==> src/rtl/lsu_steer_pkg.sv <==
package lsu_steer_pkg;

    parameter int LANE_W    = 8;
    parameter int NUM_LANES = 4;
    localparam int WORD_W   = LANE_W * NUM_LANES;
    localparam int OFF_W    = $clog2(NUM_LANES);
    localparam int CNT_W    = OFF_W + 1;

    typedef enum logic [1:0] {
        ACC_BYTE = 2'b00,
        ACC_HALF = 2'b01,
        ACC_WORD = 2'b10,
        ACC_BAD  = 2'b11
    } acc_size_e;

    typedef struct packed {
        acc_size_e          size;
        logic [OFF_W-1:0]   off;
        logic               swap;   // 1: least significant byte at lowest offset
    } steer_ctl_t;

    // Number of bytes moved by an access; zero for the illegal code.
    function automatic logic [CNT_W-1:0] size_bytes(acc_size_e s);
        case (s)
            ACC_BYTE: size_bytes = CNT_W'(1);
            ACC_HALF: size_bytes = CNT_W'(2);
            ACC_WORD: size_bytes = CNT_W'(4);
            default:  size_bytes = '0;
        endcase
    endfunction

    // True when the access cannot be served inside one bus word.
    function automatic logic access_bad(acc_size_e s, logic [OFF_W-1:0] off);
        logic [CNT_W:0] last;
        last = {2'b00, off} + {1'b0, size_bytes(s)};
        access_bad = (size_bytes(s) == '0) || (last > (CNT_W+1)'(NUM_LANES));
    endfunction

    // Bit slice of lane k, lane 0 being the most significant byte.
    function automatic logic [LANE_W-1:0] lane_of(logic [WORD_W-1:0] w, int k);
        lane_of = w[WORD_W-1-k*LANE_W -: LANE_W];
    endfunction

endpackage

==> src/rtl/lsu_endian_attr.sv <==
module lsu_endian_attr (
    input  logic clk,
    input  logic rst,
    input  logic wr_en,
    input  logic wr_le,
    output logic le_q
);
    always_ff @(posedge clk) begin
        if (rst)        le_q <= 1'b0;
        else if (wr_en) le_q <= wr_le;
    end

    AST_ATTR_RESET_BE: assert property (@(posedge clk) disable iff (rst)
        $fell(rst) |-> !le_q);
    AST_ATTR_HOLD: assert property (@(posedge clk) disable iff (rst)
        !$past(wr_en) && !$past(rst) |-> $stable(le_q));
endmodule

==> src/rtl/lsu_store_map.sv <==
module lsu_store_map
    import lsu_steer_pkg::*;
(
    input  steer_ctl_t          ctl,
    input  logic [WORD_W-1:0]   st_data,
    output logic [WORD_W-1:0]   wdata,
    output logic [NUM_LANES-1:0] be,
    output logic                bad
);
    logic [CNT_W-1:0] nbytes;

    assign nbytes = size_bytes(ctl.size);
    assign bad    = access_bad(ctl.size, ctl.off);

    for (genvar k = 0; k < NUM_LANES; k++) begin : g_lane
        logic [CNT_W-1:0] rel;
        logic [CNT_W-1:0] src;
        logic             hit;

        always_comb begin
            rel = CNT_W'(k) - {1'b0, ctl.off};
            hit = !bad && (CNT_W'(k) >= {1'b0, ctl.off}) && (rel < nbytes);
            src = ctl.swap ? rel : (nbytes - CNT_W'(1) - rel);
            be[k] = hit;
            wdata[WORD_W-1-k*LANE_W -: LANE_W] =
                hit ? st_data[src[OFF_W-1:0]*LANE_W +: LANE_W] : '0;
        end
    end

    always_comb begin
        if (bad) AST_BAD_NO_LANES: assert (be == '0);
    end
endmodule

==> src/rtl/lsu_load_align.sv <==
module lsu_load_align
    import lsu_steer_pkg::*;
(
    input  logic                clk,
    input  logic                rst,
    input  logic                rd_valid,
    input  steer_ctl_t          ctl,
    input  logic [WORD_W-1:0]   rdata,
    output logic                res_valid,
    output logic [WORD_W-1:0]   res_q
);
    logic [CNT_W-1:0]  nbytes;
    logic              bad;
    logic [WORD_W-1:0] aligned;

    assign nbytes = size_bytes(ctl.size);
    assign bad    = access_bad(ctl.size, ctl.off);

    for (genvar j = 0; j < NUM_LANES; j++) begin : g_byte
        logic [CNT_W-1:0] lane;
        logic             used;

        always_comb begin
            used = !bad && (CNT_W'(j) < nbytes);
            lane = ctl.swap ? ({1'b0, ctl.off} + CNT_W'(j))
                            : ({1'b0, ctl.off} + nbytes - CNT_W'(1) - CNT_W'(j));
            aligned[j*LANE_W +: LANE_W] =
                used ? lane_of(rdata, int'(lane[OFF_W-1:0])) : '0;
        end
    end

    always_ff @(posedge clk) begin
        if (rst) begin
            res_valid <= 1'b0;
            res_q     <= '0;
        end else begin
            res_valid <= rd_valid;
            if (rd_valid) res_q <= aligned;
        end
    end

    AST_RES_HOLD: assert property (@(posedge clk) disable iff (rst)
        !$past(rd_valid) && !$past(rst) |-> $stable(res_q));
endmodule

==> src/rtl/lsu_byte_steer.sv <==
module lsu_byte_steer
    import lsu_steer_pkg::*;
(
    input  logic                  clk,
    input  logic                  rst,
    input  logic                  attr_wr_en,
    input  logic                  attr_le,
    output logic                  region_le,
    input  logic [1:0]            acc_size,
    input  logic [OFF_W-1:0]      addr_lo,
    input  logic                  byte_rev,
    input  logic [WORD_W-1:0]     st_data,
    output logic [WORD_W-1:0]     bus_wdata,
    output logic [NUM_LANES-1:0]  bus_be,
    output logic                  misaligned,
    input  logic                  rd_valid,
    input  logic [WORD_W-1:0]     bus_rdata,
    output logic                  ld_valid,
    output logic [WORD_W-1:0]     ld_result
);
    steer_ctl_t ctl;

    lsu_endian_attr u_attr (
        .clk   (clk),
        .rst   (rst),
        .wr_en (attr_wr_en),
        .wr_le (attr_le),
        .le_q  (region_le)
    );

    always_comb begin
        ctl.size = acc_size_e'(acc_size);
        ctl.off  = addr_lo;
        ctl.swap = region_le ^ byte_rev;
    end

    lsu_store_map u_store (
        .ctl     (ctl),
        .st_data (st_data),
        .wdata   (bus_wdata),
        .be      (bus_be),
        .bad     (misaligned)
    );

    lsu_load_align u_load (
        .clk       (clk),
        .rst       (rst),
        .rd_valid  (rd_valid),
        .ctl       (ctl),
        .rdata     (bus_rdata),
        .res_valid (ld_valid),
        .res_q     (ld_result)
    );

    AST_BE_COUNT: assert property (@(posedge clk) disable iff (rst)
        !misaligned |-> $countones(bus_be) == int'(size_bytes(acc_size_e'(acc_size))));
    AST_BYTE_ONE_LANE: assert property (@(posedge clk) disable iff (rst)
        acc_size == 2'b00 |-> bus_be[addr_lo] && $onehot0(bus_be));
    AST_LD_VALID_NEXT: assert property (@(posedge clk) disable iff (rst)
        rd_valid |=> ld_valid);
    AST_LD_BYTE_ZERO_FILL: assert property (@(posedge clk) disable iff (rst)
        rd_valid && acc_size == 2'b00 |=> ld_result[WORD_W-1:LANE_W] == '0);
    AST_BAD_WDATA_ZERO: assert property (@(posedge clk) disable iff (rst)
        misaligned |-> bus_wdata == '0);
endmodule

==> config.mk <==
export PLATFORM = sky130hd
export DESIGN_NAME = lsu_byte_steer
export DESIGN_NICKNAME = d
export VERILOG_FILES = /design/src/rtl/lsu_steer_pkg.sv /design/src/rtl/lsu_endian_attr.sv /design/src/rtl/lsu_store_map.sv /design/src/rtl/lsu_load_align.sv /design/src/rtl/lsu_byte_steer.sv
export SDC_FILE = /design/constraint.sdc
export NUM_CORES = 1
export LEC_CHECK = 0
export CORE_MARGIN = 2
export CORE_UTILIZATION = 46
export CTS_CLUSTER_SIZE = 12
export DETAILED_ROUTE_END_ITERATION = 10
export PLACE_DENSITY = 0.81
export SLEW_MARGIN = 0
export SYNTH_ARGS = -nofsm -noshare
export SYNTH_HDL_FRONTEND = slang
export SYNTH_HIERARCHICAL = 1
export SYNTH_SLANG_ARGS = --single-unit
==> constraint.sdc <==
create_clock -name clk -period 6.6 [get_ports clk]
set_clock_uncertainty 0.2 [all_clocks]
set_input_delay 1.98 -clock clk [delete_from_list [all_inputs] [get_ports clk]]
set_output_delay 1.98 -clock clk [all_outputs]
set_load 0.005 [all_outputs]
==> Yosys cells after proc, flatten, opt, wreduce, memory -nomap -nowiden <==
Index checks and enable logic that the tools add are counted.
{ "totals": {"wordCells": 80, "ff_bits": 34} }
{ "op_classes": {"bitwise": 1, "n_eq_ne": 2, "add_sub_neg": 22, "magnitude_cmp": 12, "n_reduce_logical": 15, "n_mux": 17, "shifts": 8} }
{ "ops": {"columns": ["operator", "count"], "rows": [
  ["39-bit by 32-bit indexed part select with 8-bit output", 4],
  ["32-bit by 6-bit indexed part select with 8-bit output", 4],
  ["8-bit 2-to-1 mux", 8],
  ["5-bit by 5-bit subtractor with 6-bit output (first input constant)", 4],
  ["2-bit 2-to-1 mux", 8],
  ["3-bit less-than comparator", 4],
  ["1-bit logical AND", 11],
  ["3-bit case mux with 3 select lines", 1],
  ["2-bit subtractor", 4],
  ["1-bit by 3-bit less-than comparator with 1-bit output (first input constant)", 2],
  ["2-bit by 3-bit less-than comparator with 1-bit output (first input constant)", 2],
  ["1-bit by 2-bit subtractor with 3-bit output (first input constant)", 2],
  ["2-bit by 1-bit subtractor with 2-bit output (second input constant)", 3],
  ["2-bit by 2-bit subtractor with 3-bit output (first input constant)", 2],
  ["2-bit adder (second input constant)", 2],
  ["2-bit by 3-bit adder with 4-bit output", 1],
  ["1-bit by 2-bit >= comparator with 1-bit output (first input constant)", 2],
  ["4-bit by 3-bit > comparator with 1-bit output (second input constant)", 1],
  ["2-bit subtractor (second input constant)", 2],
  ["3-bit zero test", 1],
  ["2-bit by 1-bit adder with 2-bit output (second input constant)", 1],
  ["2-bit adder", 1],
  ["2-bit by 1-bit == test with 1-bit output (second input constant)", 1],
  ["2-bit == test (second input constant)", 1],
  ["other kinds (5)", 5]
]} }

==> Logic depth before layout (Yosys ltp) <==
{ "logic_depth": {"ltp_word": 9, "mapped_depth": 12, "depth_no_buf": 10} }

==> Hierarchy <==
Netlist, hierarchy kept.
{ "modules_own_cells": {"columns": ["mod", "instances", "seq_area_each_um2", "area_each_um2", "cells_per_inst"], "rows": [
  ["lsu_load_align", 1, 660.6, 2548.7, 285],
  ["lsu_store_map", 1, 0.0, 1468.9, 216],
  ["lsu_endian_attr", 1, 20.0, 33.8, 3],
  ["lsu_byte_steer", 1, 0.0, 8.8, 1]
]} }

==> Worst setup path before layout <==
No wires, ideal clock.
{ "synth_path": {"kind": "input to output", "startpoint": "input port acc_size[1]", "endpoint": "output port bus_wdata[24]", "arrival_time_ns": 3.950, "required_time_ns": 4.420, "stages": 8, "path_slack_ns": 0.470, "cell_sequence": "buf_4 -> nand2b_1 -> ha_1 -> ha_1 -> o21bai_1 -> a2bb2oi_1 -> nand4_1 -> a211oi_1"} }
{ "synth_via": {"elab_chain_len": 9, "elab_cells_between_ends": 17} }
{ "synth_rtl": {"columns": ["item", "line", "rtl"], "rows": [
  ["start: declaration", "lsu_byte_steer.sv:9", "input logic [1:0] acc_size,"],
  ["2-bit == test, or another cell as far along", "lsu_steer_pkg.sv:24", "case (s)"],
  ["3-bit case mux with 3 select lines *", "lsu_steer_pkg.sv:24", null],
  ["parallel branches: the longest is 6 deep, another holds 2-bit by 1-bit subtractor with 2-bit output", null, null],
  ["8-bit 2-to-1 mux *", "lsu_store_map.sv:26", "hit ? st_data[src[OFF_W-1:0]*LANE_W +: LANE_W] : '0;"],
  ["end: declaration", "lsu_byte_steer.sv:13", "output logic [WORD_W-1:0] bus_wdata,"]
]} }
Every way passes the cells marked *.

==> Final worst setup path <==
{ "layout_path": {"startpoint": "input port acc_size[0]", "endpoint": "output port bus_wdata[9]"} }
The elaborated chain is that of the path after synthesis.

==> impl_results.md <==
- Signed area change from the synthesized netlist to the final layout: 48.1%
- Post-synthesis cell type count: 57
- Part of the Yosys area used for sequential elements: 16.8%
- DRT antenna net count: 0
- Max Clk Rate: between 150 and 200 MHz
- Switch Pwr: 0.000348 W
- Max Slew Vio Count: 0
- Cell types occupying the most area after synthesis: dfxtp_1, mux2i_1, a221oi_1, ha_1, a21oi_1
- Clock input transition at the sequential cells of the worst setup and hold paths: 70 ps
- Data required time at the worst endpoint: 4420 ps
- Library cell with the largest summed area after synthesis: dfxtp_1
- DIE WIDTH: 98.0 um
- Flip-flop and latch area: between 600 and 700 um^2
- Logic pwr share: 57.4%
- Crit path time final: 6420 ps
- Detailed-route DRC error count: 0
- Wire length of the first global-routing pass: 24.1 mm
- Dpl hpwl: 11.4 mm
- Number of hold-slack violations in the final timing report: 0
- Yosys top cell area share: between 15 and 20%
- Status: complete, no violations
- Leakage power summed over all cells: 2.52 nW
- Max VDD drop: 0.0000843 V
- Final GP Congestion: between 0.9 and 1
- Capturing element type of the critical path: output port
- Maximum number of pins on one net before global-route repair: 37
- Power per cell area: roughly 140 mW/mm^2
- Instance count along the most critical hold path: 2
- Class of the tightest hold or removal check: reg2reg
- Largest driver fanout on the critical path: 16
- Switching part of the total: about two fifths
- Setup violations, final: 0
- Residual overflow from global routing: 0
- Full die area: 0.00959 mm^2
- Worst R2R Path Depth: 9
- Utilization after layout: 69.6%
- First DRT Iteration DRCs: 479
- Top library cells by usage in the layout, fill and taps aside: clkdlybuf4s50_1, a21oi_1, mux2i_1, a221oi_1, dfxtp_1
- Worst-Margin Slew: around 1000 ps
- Initial antenna violation count: 0
- Setup repair after global routing missed its margin: no
- Dominant synthesized flop cell: dfxtp_1
- Yosys synthesis warning count: 6
- Number of rows created at floorplan: 34
- Proportion of power drawn by flip-flops and latches: 25.2%
- Initial Utilization: 47.0%
- I/O Pins: 145
- Via count: 5,069
- Overall power of the completed layout: 0.000871 W
- Nets@finish: 758
- Total global routing track utilization: 30.5%
- Port Buf Inserts: around 140
- Relative contribution of the clock network to total power: 17.4%
- Commonest non-fill, non-tap cell in the layout: clkdlybuf4s50_1
- Post-route clock period utilization: 97.2%
- Fill cell count: between 700 and 800
- Placeable core area: 0.00864 mm^2
- Mean cell area of the mapped netlist: 8.04 um^2
- Clock Tree Buf Depth: 2
- Startpoint type of the worst setup path: input pin
- Clock Latency Late Sink: 280 ps
- Number of H-tree levels: 2
- Total wire length after detailed routing: 15.8 mm
- Mean number of vias per cell: 6.59
- TritonCTS clock tree: yes
- #FFs+latches synth: 34
- Pint: 0.000524 W
- Number of CTS-inserted buffers: 5
- Number of flops mapped to enable cells by yosys: 0
- Total area of multi-input combinational cells: 0.00327 mm^2
- Synthesized net count: between 600 and 700
- Clock sink count: 34
- Number of global-route vias before repair: 4,861
- Fraction of final layout cells sized beyond drive strength 1: 17.4%
- Clock root buffer master: clkbuf_8
- Height of the chip: 98.0 um
- Ys async rst share: 0%
- Hold slack: between 200 and 300 ps
- Antenna diode count: 0
- Number of cells produced by synthesis: 505
- Number of max-cap violations: 0
- Class of the most critical setup path: in2out
- Data arrival time at the worst-slack endpoint: 4240 ps
- Tightest slew margin relative to the limit: 31.6%
- Summed negative setup slack over all endpoints: 0 ps
- Post-DR wirelength/cell: 20.6 um
- Post-synthesis instance area: 0.00406 mm^2
- Initial DRT Pass Iterations: 6
==> registers in the layout, summed over array words and instances (netlist names) <==
name,flops
u_attr/le_q,1
u_load/res_valid,1
u_load/res_q,32
==> layout make-up <==
cell class,instances,area share [%]
flip-flops and latches,34,11.3
multi-input cells,416,54.4
repair buffers,189,29.8
inverters,15,0.937
well taps,108,2.25
clock inverters,2,0.166
clock buffers,5,1.14
==> through the flow <==
stage	worst slack (ps)	instance area, um^2	cells
after floorplan	470	4060	505
after global placement	-257	5800	758
after detailed placement	-371	5800	758
after CTS	2.61	5900	766
after global routing	93.0	6010	769
final	182	6010	769
==> Yosys cell counts, drive strengths merged (4+ instances only) <==
library cell / count
a21oi: 44
mux2i: 43
a221oi: 40
nor3: 36
dfxtp: 34
nand2: 28
mux2: 25
o21ai: 25
ha: 23
buf: 22
clkbuf: 18
a211oi: 17
and3: 16
a22oi: 15
inv: 15
nor2: 14
nand3: 10
a2bb2oi: 9
nor2b: 8
nor4: 8
o31ai: 8
a22o: 7
xnor2: 6
nand4: 5
xor2: 5
and2: 4
==> timing repair <==
action,4_1_cts,5_1_grt
pin swaps,1,4
endpoints found under the hold margin,0,0
endpoints found under the setup margin,36,35
setup buffers,0,1
hold buffers,0,0
gates resized for setup,49,39
gates cloned,1,2
==> final timing paths <==
path | from | slack (ps) | end
worst max register to register | u_attr/le_q | 3760 | u_load/res_q[11]
worst min register to register | u_load/res_q[12] | 260 | u_load/res_q[12]
worst min-delay path | u_load/res_q[12] | 260 | u_load/res_q[12]
worst max-delay path | acc_size[0] | 180 | bus_wdata[9]
==> power by group through the flow <==
stage / sequential [W] / combinational [W] / clock [W]
floorplan: 0.000224 / 0.000273 / 0
global placement: 0.000224 / 0.000464 / 0
detailed placement: 0.000225 / 0.000476 / 0
CTS: 0.000220 / 0.000474 / 0.000150
global route: 0.000221 / 0.000531 / 0.000162
finish: 0.000220 / 0.000500 / 0.000152
==> metal layers <==
layer | GRT usage, % | vias up | share of wire, %
met5 | 0 | - | 0
met4 | 11.0 | 0 | 3.6
met3 | 4.80 | 71 | 9.8
met2 | 50.5 | 356 | 48
met1 | 40.1 | 2357 | 39
li1 | - | 2285 | -
==> cell families after synthesis <==
| family | Yosys count | share of synthesized area [%] |
|---|---|---|
| compound gates | 172 | 29.5 |
| fa+ha+maj | 23 | 7.09 |
| simple gates | 141 | 18.7 |
| xor+xnor | 12 | 3.54 |
| flops | 34 | 16.8 |
| buf+inv | 55 | 6.53 |
| mux | 68 | 17.9 |
==> worst max-delay path: stages <==
cell	delay, ps
dlygate4sd2_1	280
buf_4	170
nor2_4	40
buf_4	130
ha_1	210
xnor2_1	150
or3_4	370
buf_12	170
a221oi_1	370
a211oi_1	90
dlygate4sd2_1	280
Note: power is estimated with default switching activity, not from simulation.
